## src/rtl/crm_pkg.sv

```systemverilog
package crm_pkg;

  typedef enum logic [2:0] {
    ST_IDLE = 3'd0,
    ST_DON  = 3'd1,
    ST_ON   = 3'd2,
    ST_DOFF = 3'd3,
    ST_SR   = 3'd4
  } crm_st_e;

  // Length in clocks of an interval programmed with word v (0 acts as 1).
  function automatic int unsigned run_len(input int unsigned v);
    return (v == 0) ? 1 : v;
  endfunction

  // Value loaded into a down-counter so the interval lasts run_len(v) clocks.
  function automatic int unsigned load_val(input int unsigned v);
    return run_len(v) - 1;
  endfunction

  // True in states where both high-frequency gates are off.
  function automatic logic both_off(input crm_st_e s);
    return (s == ST_IDLE) || (s == ST_DON) || (s == ST_DOFF);
  endfunction

endpackage

```

## src/rtl/crm_zcd_edge.sv

```systemverilog
module crm_zcd_edge (
  input  logic clk,
  input  logic rst_n,
  input  logic zcd_i,
  output logic evt_o
);
  logic zcd_q;

  always_ff @(posedge clk) begin
    if (!rst_n) zcd_q <= 1'b1;
    else        zcd_q <= zcd_i;
  end

  assign evt_o = zcd_i & ~zcd_q;
endmodule

```

## src/rtl/crm_off_timer.sv

```systemverilog
module crm_off_timer #(
  parameter int MAX_OFF = 64
) (
  input  logic clk,
  input  logic rst_n,
  input  logic clear_i,
  output logic expired_o
);
  localparam int OFF_W = (MAX_OFF > 2) ? $clog2(MAX_OFF) : 1;
  localparam logic [OFF_W-1:0] LAST = OFF_W'(MAX_OFF - 1);

  logic [OFF_W-1:0] cnt_q;

  always_ff @(posedge clk) begin
    if (!rst_n)        cnt_q <= '0;
    else if (clear_i)  cnt_q <= '0;
    else if (cnt_q != LAST) cnt_q <= cnt_q + OFF_W'(1);
  end

  assign expired_o = (cnt_q == LAST);
endmodule

```

## src/rtl/crm_seq.sv

```systemverilog
module crm_seq
  import crm_pkg::*;
#(
  parameter int CNT_W = 10,
  parameter int DT_W  = 4
) (
  input  logic             clk,
  input  logic             rst_n,
  input  logic             evt_i,
  input  logic             expired_i,
  input  logic [CNT_W-1:0] ton_i,
  input  logic [DT_W-1:0]  dead_i,
  output crm_st_e          st_o,
  output logic             off_start_o,
  output logic             restart_o
);
  localparam int PH_W = (CNT_W > DT_W) ? CNT_W : DT_W;

  crm_st_e         st_q, st_d;
  logic [PH_W-1:0] ph_q, ph_d;
  logic            waiting, wake, ph_done;
  logic [PH_W-1:0] ton_load, dead_load;

  assign waiting   = (st_q == ST_IDLE) || (st_q == ST_SR);
  assign wake      = waiting && (evt_i || expired_i);
  assign restart_o = waiting && expired_i && !evt_i;
  assign ph_done   = (ph_q == '0);
  assign ton_load  = PH_W'(load_val(int'(ton_i)));
  assign dead_load = PH_W'(load_val(int'(dead_i)));

  always_comb begin
    st_d        = st_q;
    ph_d        = ph_done ? '0 : ph_q - PH_W'(1);
    off_start_o = 1'b0;
    unique case (st_q)
      ST_IDLE, ST_SR: begin
        if (wake) begin
          st_d = ST_DON;
          ph_d = dead_load;
        end
      end
      ST_DON: begin
        if (ph_done) begin
          st_d = ST_ON;
          ph_d = ton_load;
        end
      end
      ST_ON: begin
        if (ph_done) begin
          st_d        = ST_DOFF;
          ph_d        = dead_load;
          off_start_o = 1'b1;
        end
      end
      ST_DOFF: begin
        if (ph_done) st_d = ST_SR;
      end
      default: st_d = ST_IDLE;
    endcase
  end

  always_ff @(posedge clk) begin
    if (!rst_n) begin
      st_q <= ST_IDLE;
      ph_q <= '0;
    end else begin
      st_q <= st_d;
      ph_q <= ph_d;
    end
  end

  assign st_o = st_q;
endmodule

```

## src/rtl/crm_gate_map.sv

```systemverilog
module crm_gate_map
  import crm_pkg::*;
(
  input  logic    clk,
  input  logic    rst_n,
  input  logic    line_pos_i,
  input  crm_st_e st_i,
  output logic    hf_lo_o,
  output logic    hf_hi_o,
  output logic    lf_a_o,
  output logic    lf_b_o
);
  logic pol_q;
  logic ctrl_on, sr_on;

  always_ff @(posedge clk) begin
    if (!rst_n)              pol_q <= 1'b1;
    else if (both_off(st_i)) pol_q <= line_pos_i;
  end

  assign ctrl_on = (st_i == ST_ON);
  assign sr_on   = (st_i == ST_SR);
  assign hf_lo_o = pol_q ? ctrl_on : sr_on;
  assign hf_hi_o = pol_q ? sr_on   : ctrl_on;
  assign lf_a_o  = pol_q;
  assign lf_b_o  = ~pol_q;
endmodule

```

## src/rtl/crm_phase_ctrl.sv

```systemverilog
module crm_phase_ctrl
  import crm_pkg::*;
#(
  parameter int CNT_W   = 10,
  parameter int DT_W    = 4,
  parameter int MAX_OFF = 64
) (
  input  logic             clk,
  input  logic             rst_n,
  input  logic             zcd_i,
  input  logic             line_pos_i,
  input  logic [CNT_W-1:0] ton_i,
  input  logic [DT_W-1:0]  dead_i,
  output logic             hf_lo_o,
  output logic             hf_hi_o,
  output logic             lf_a_o,
  output logic             lf_b_o
);
  crm_st_e st;
  logic    zcd_evt;
  logic    off_start;
  logic    off_expired;
  logic    restart_fire;

  crm_zcd_edge u_edge (
    .clk   (clk),
    .rst_n (rst_n),
    .zcd_i (zcd_i),
    .evt_o (zcd_evt)
  );

  crm_off_timer #(.MAX_OFF(MAX_OFF)) u_timer (
    .clk       (clk),
    .rst_n     (rst_n),
    .clear_i   (off_start),
    .expired_o (off_expired)
  );

  crm_seq #(.CNT_W(CNT_W), .DT_W(DT_W)) u_seq (
    .clk         (clk),
    .rst_n       (rst_n),
    .evt_i       (zcd_evt),
    .expired_i   (off_expired),
    .ton_i       (ton_i),
    .dead_i      (dead_i),
    .st_o        (st),
    .off_start_o (off_start),
    .restart_o   (restart_fire)
  );

  crm_gate_map u_map (
    .clk        (clk),
    .rst_n      (rst_n),
    .line_pos_i (line_pos_i),
    .st_i       (st),
    .hf_lo_o    (hf_lo_o),
    .hf_hi_o    (hf_hi_o),
    .lf_a_o     (lf_a_o),
    .lf_b_o     (lf_b_o)
  );
endmodule

```

## config.mk

```make
export PLATFORM = sky130hd
export DESIGN_NAME = crm_phase_ctrl
export DESIGN_NICKNAME = d
export VERILOG_FILES = /design/src/rtl/crm_pkg.sv /design/src/rtl/crm_zcd_edge.sv /design/src/rtl/crm_off_timer.sv /design/src/rtl/crm_seq.sv /design/src/rtl/crm_gate_map.sv /design/src/rtl/crm_phase_ctrl.sv
export SDC_FILE = /design/constraint.sdc
export NUM_CORES = 1
export LEC_CHECK = 0
export ABC_AREA = 1
export BUFFER_PORTS_ARGS = -buffer_cell sky130_fd_sc_hd__buf_2
export CAP_MARGIN = 30
export CORE_MARGIN = 4
export CORE_UTILIZATION = 23
export CTS_BUF_LIST = sky130_fd_sc_hd__clkbuf_2
export DETAILED_ROUTE_END_ITERATION = 8
export PLACE_DENSITY = 0.45
export SETUP_SLACK_MARGIN = 0.4
export SYNTH_ARGS = -nofsm -noshare
export SYNTH_HDL_FRONTEND = slang
export SYNTH_SLANG_ARGS = --single-unit
export TNS_END_PERCENT = 5
```

## constraint.sdc

```tcl
create_clock -name clk -period 1.53 [get_ports clk]
set_input_delay 0.0765 -clock clk [delete_from_list [all_inputs] [get_ports clk]]
set_output_delay 0.0765 -clock clk [all_outputs]
set_load 0.01 [all_outputs]
```

==> impl_metrics.csv <==
group,metric,value,unit
finish,fin_nets,330,
cts,root_buffer,"clkbuf_2",
floorplan,die_height,90.40,um
route,routedWlPerCell,11.10,um
logic_synthesis,ys_top_cells_by_area,"dfxtp_1, nand2_1, inv_1",
floorplan,row_count,29,
setup_path,crit_family,"simple AND/OR/NAND/NOR gates",
finish,multi_input_area,0.001121,mm^2
setup_path,critPathKind,"register to register",
floorplan,initial_core_util,0.2418,
setup_path,crit_fanout,6,
floorplan,dieArea,0.008171,mm^2
power_and_ir_drop,ir_drop,549.9,uV
finish,area_growth,45.75,%
logic_synthesis,synth-xor-area-share,0.06170,
global_routing,antenna_found_initial,0,
global_routing,track_usage,0.1077,
logic_synthesis,yosys.area_share.adder,0.04006,
sta,finalMaxSlewViolations,0,
route,firstDrtPassIters,4,
route,vias_per_cell,4.386,
setup_path,path_depth,9,
sta,slew_headroom,0.7498,
logic_synthesis,synth_compound_area_frac,0.1354,
power_and_ir_drop,finalPower,0.003576,W
sta,layout_setup_ws,15.92,ps
sta,finalCriticalPeriod,1514,ps
floorplan,io_pins,22,
logic_synthesis,syn_area,0.001561,mm^2
setup_path,critPathMaxStageDelay,370,ps
power_and_ir_drop,p_leak,1.123,nW
logic_synthesis,synth.avg_cell_area,6.400,um^2
cts,numCtsBuffers,3,
setup_path,r2r-start,"u_seq.ph_q[1]",
logic_synthesis,synth_seq_cells,21,
logic_synthesis,synth_cell_types,30,
sta,hold_violations,0,
finish,regArea,437.9,um^2
route,drcViolationCount,0,
finish,num_antenna_cells,0,
setup_path,rrSetupSlack,20,ps
logic_synthesis,yosysWarnings,0,
sta,finalSetupViolCount,0,
cts,clock_latency,340,ps
route,drt_iter0_markers,49,
global_routing,grt_max_degree,12,
logic_synthesis,synth_top_family_by_area,"simple AND/OR/NAND/NOR gates",
placed_design,io_buffer_count,21,
global_routing,grt_pass1_vias,1668,
power_and_ir_drop,power.density,1571,mW/mm^2
placed_design,place_hpwl,3283,um
cts,htreeDepth,1,
cts,clk_pin_slew,210,ps
setup_path,startpoint_type,"register",
setup_path,cp_data_required_time,1800,ps
setup_path,rr_worst_depth,9,
status,status,"finished clean",
setup_path,worstPathArrival,1780,ps
cts,cts_tree,"done",
sta,worst_slew_pin_slew,374.1,ps
logic_synthesis,synth_nets,267,
sta,skew,7.951,ps
sta,final.period_utilization,0.9896,
global_routing,grt_overflow,0,
logic_synthesis,yosys-mux-area-fraction,0,
setup_path,critical_path.endpoint,"u_seq.ph_q[4]",
cts,ctsLongestPathBuffers,2,
route,wl,4250,um
placed_design,dp_slack,-72.47,ps
setup_path,crit_buf_inv,3,
flow_run,max_cap_violations,0,
logic_synthesis,synthSimpleGateAreaFrac,0.3846,
setup_path,cp_cell_sequence,"inv_2, ha_4, nand3_4, nor2_4, nand3_4, buf_6, buf_4, o21ai_1, nor2_1",
sta,fmax,660.5,MHz
logic_synthesis,seq_area_frac_synth,0.2692,
logic_synthesis,yosysTopAreaCell,"dfxtp_1",
floorplan,die_x,90.40,um
route,vias,1680,
setup_path,cp-end-kind,"register",
sta,hold_ws,25.15,ps
global_routing,grt_pass1_wl,7424,um
setup_path,crit_slowest_cell,"dfxtp_2",
finish,utilization,0.3524,
setup_path,crit_start,"u_seq.ph_q[1]",
route,ant_nets,0,
sta,rsz0062_at_grt,"yes",
setup_path,r2r-end,"u_seq.ph_q[4]",
worst_hold_path,min_path_type,"input pin to register",
logic_synthesis,synthCells,244,
logic_synthesis,synth.top_cell.area_share,0.2692,
placed_design,gp_congestion,0.8011,
finish,layout-drive-gt1-share,0.4020,
setup_path,cp_common_cell,"nand3_4",
floorplan,coreArea,0.006459,mm^2
cts,clock_sinks,21,
finish,fillers,724,
[where the power goes]
part	switching, W	internal (W)	total [W]
clock	0.000184	0.0000691	0.000253
sequential	0.000132	0.000701	0.000833
combinational	0.00133	0.00116	0.00249
total	0.00165	0.00193	0.00358
[state kept, by name, summed over array words and instances, names as in the netlist]
name	flops
u_map.lf_a_o	1
u_timer.cnt_q	6
u_seq.st_o	3
u_edge.zcd_q	1
u_seq.ph_q	10
[metal layers]
metal / share of wire / up-vias / global-route usage
met5: 0 / - / 0
met4: 0.026 / 0 / 0.04719
met3: 0.024 / 9 / 0.01250
met2: 0.47 / 20 / 0.1792
met1: 0.48 / 746 / 0.1396
li1: - / 905 / -
[placed cells by master (no fill, tap or decap), types with 4 or more instances in the layout]
master	instances
nand4_1	4
nand3_2	4
nand2_1	39
xor2_1	6
buf_4	28
inv_2	8
nand2_4	5
o21ai_2	4
xnor2_1	5
nand2_2	8
buf_2	21
nand3_1	16
nor2_4	4
inv_1	33
dlygate4sd3_1	5
dfxtp_1	11
clkbuf_2	4
o21ai_0	6
o21ai_1	4
nand3_4	4
a21oi_1	12
dfxtp_2	8
nor2_1	32
[tightest hold or removal path, stage by stage]
cell and delay (ps):
buf_2 70, a21oi_1 50, nand2_1 90, a21oi_1 60
[layout make-up]
class                      count  area share
multi-input combinational    178      0.4926
sequential                    21      0.1924
timing repair buffer          58      0.1842
inverter                      45     0.07971
tap                           77     0.04233
clock buffer                   4    0.008796
[kinds of logic (layout without fill, tap and decap cells)]
| family | Yosys count | count (layout) |
|---|---|---|
| and+or+nand+nor | 126 | 126 |
| buffers and inverters | 45 | 107 |
| AOI/OAI and AO/OA | 36 | 36 |
| DFF | 21 | 21 |
| xor gates and xnor gates | 11 | 11 |
| adders and majority gates | 5 | 5 |
[worst min path at each step]
stage                         end  startpoint  slack (ps)  depth (start not counted)
floorplan           u_seq.ph_q[2]       rst_n         170                          2
global placement     u_edge.zcd_q       zcd_i         280                          2
detailed placement   u_edge.zcd_q       zcd_i         280                          2
CTS                 u_seq.ph_q[0]   dead_i[0]           8                          4
global route        u_seq.ph_q[0]   dead_i[0]           9                          4
finish              u_seq.ph_q[0]   dead_i[0]          30                          4
[per-stage QoR]
stage / cell area, um^2 / cells / TNS (ps)
after floorplan: 1597 / 244 / 0
after global placement: 1938 / 359 / -43.34
after detailed placement: 1938 / 359 / -98.72
after CTS: 2151 / 378 / 0
after global routing: 2276 / 383 / -715.3
final: 2276 / 383 / 0
[timing repair]
item,in CTS,in global routing
hold buffers,5,0
setup endpoints to repair,21,22
cloned,0,0
resized for setup,18,32
pin swaps,5,11
buffers inserted,10,5
endpoints found under the hold margin,5,0
[cell usage after synthesis]
cell type	number
o21bai_1	1
nand3_2	3
nor2_4	2
a211oi_1	1
nand3_4	1
xor2_1	6
o21ai_1	5
a21oi_2	1
nand2_4	1
xnor2_1	5
ha_1	5
o21ai_0	9
inv_1	38
nand4_1	4
nor2_1	34
nand2_2	5
nand3_1	20
inv_2	6
a211oi_2	1
o211ai_2	1
nor3_2	1
dfxtp_1	21
a21o_1	1
nand2_1	46
a311o_1	1
nor3_1	3
or2_2	3
nor2_2	3
a21oi_1	15
clkinv_2	1
(Power assumes the default switching activity.)
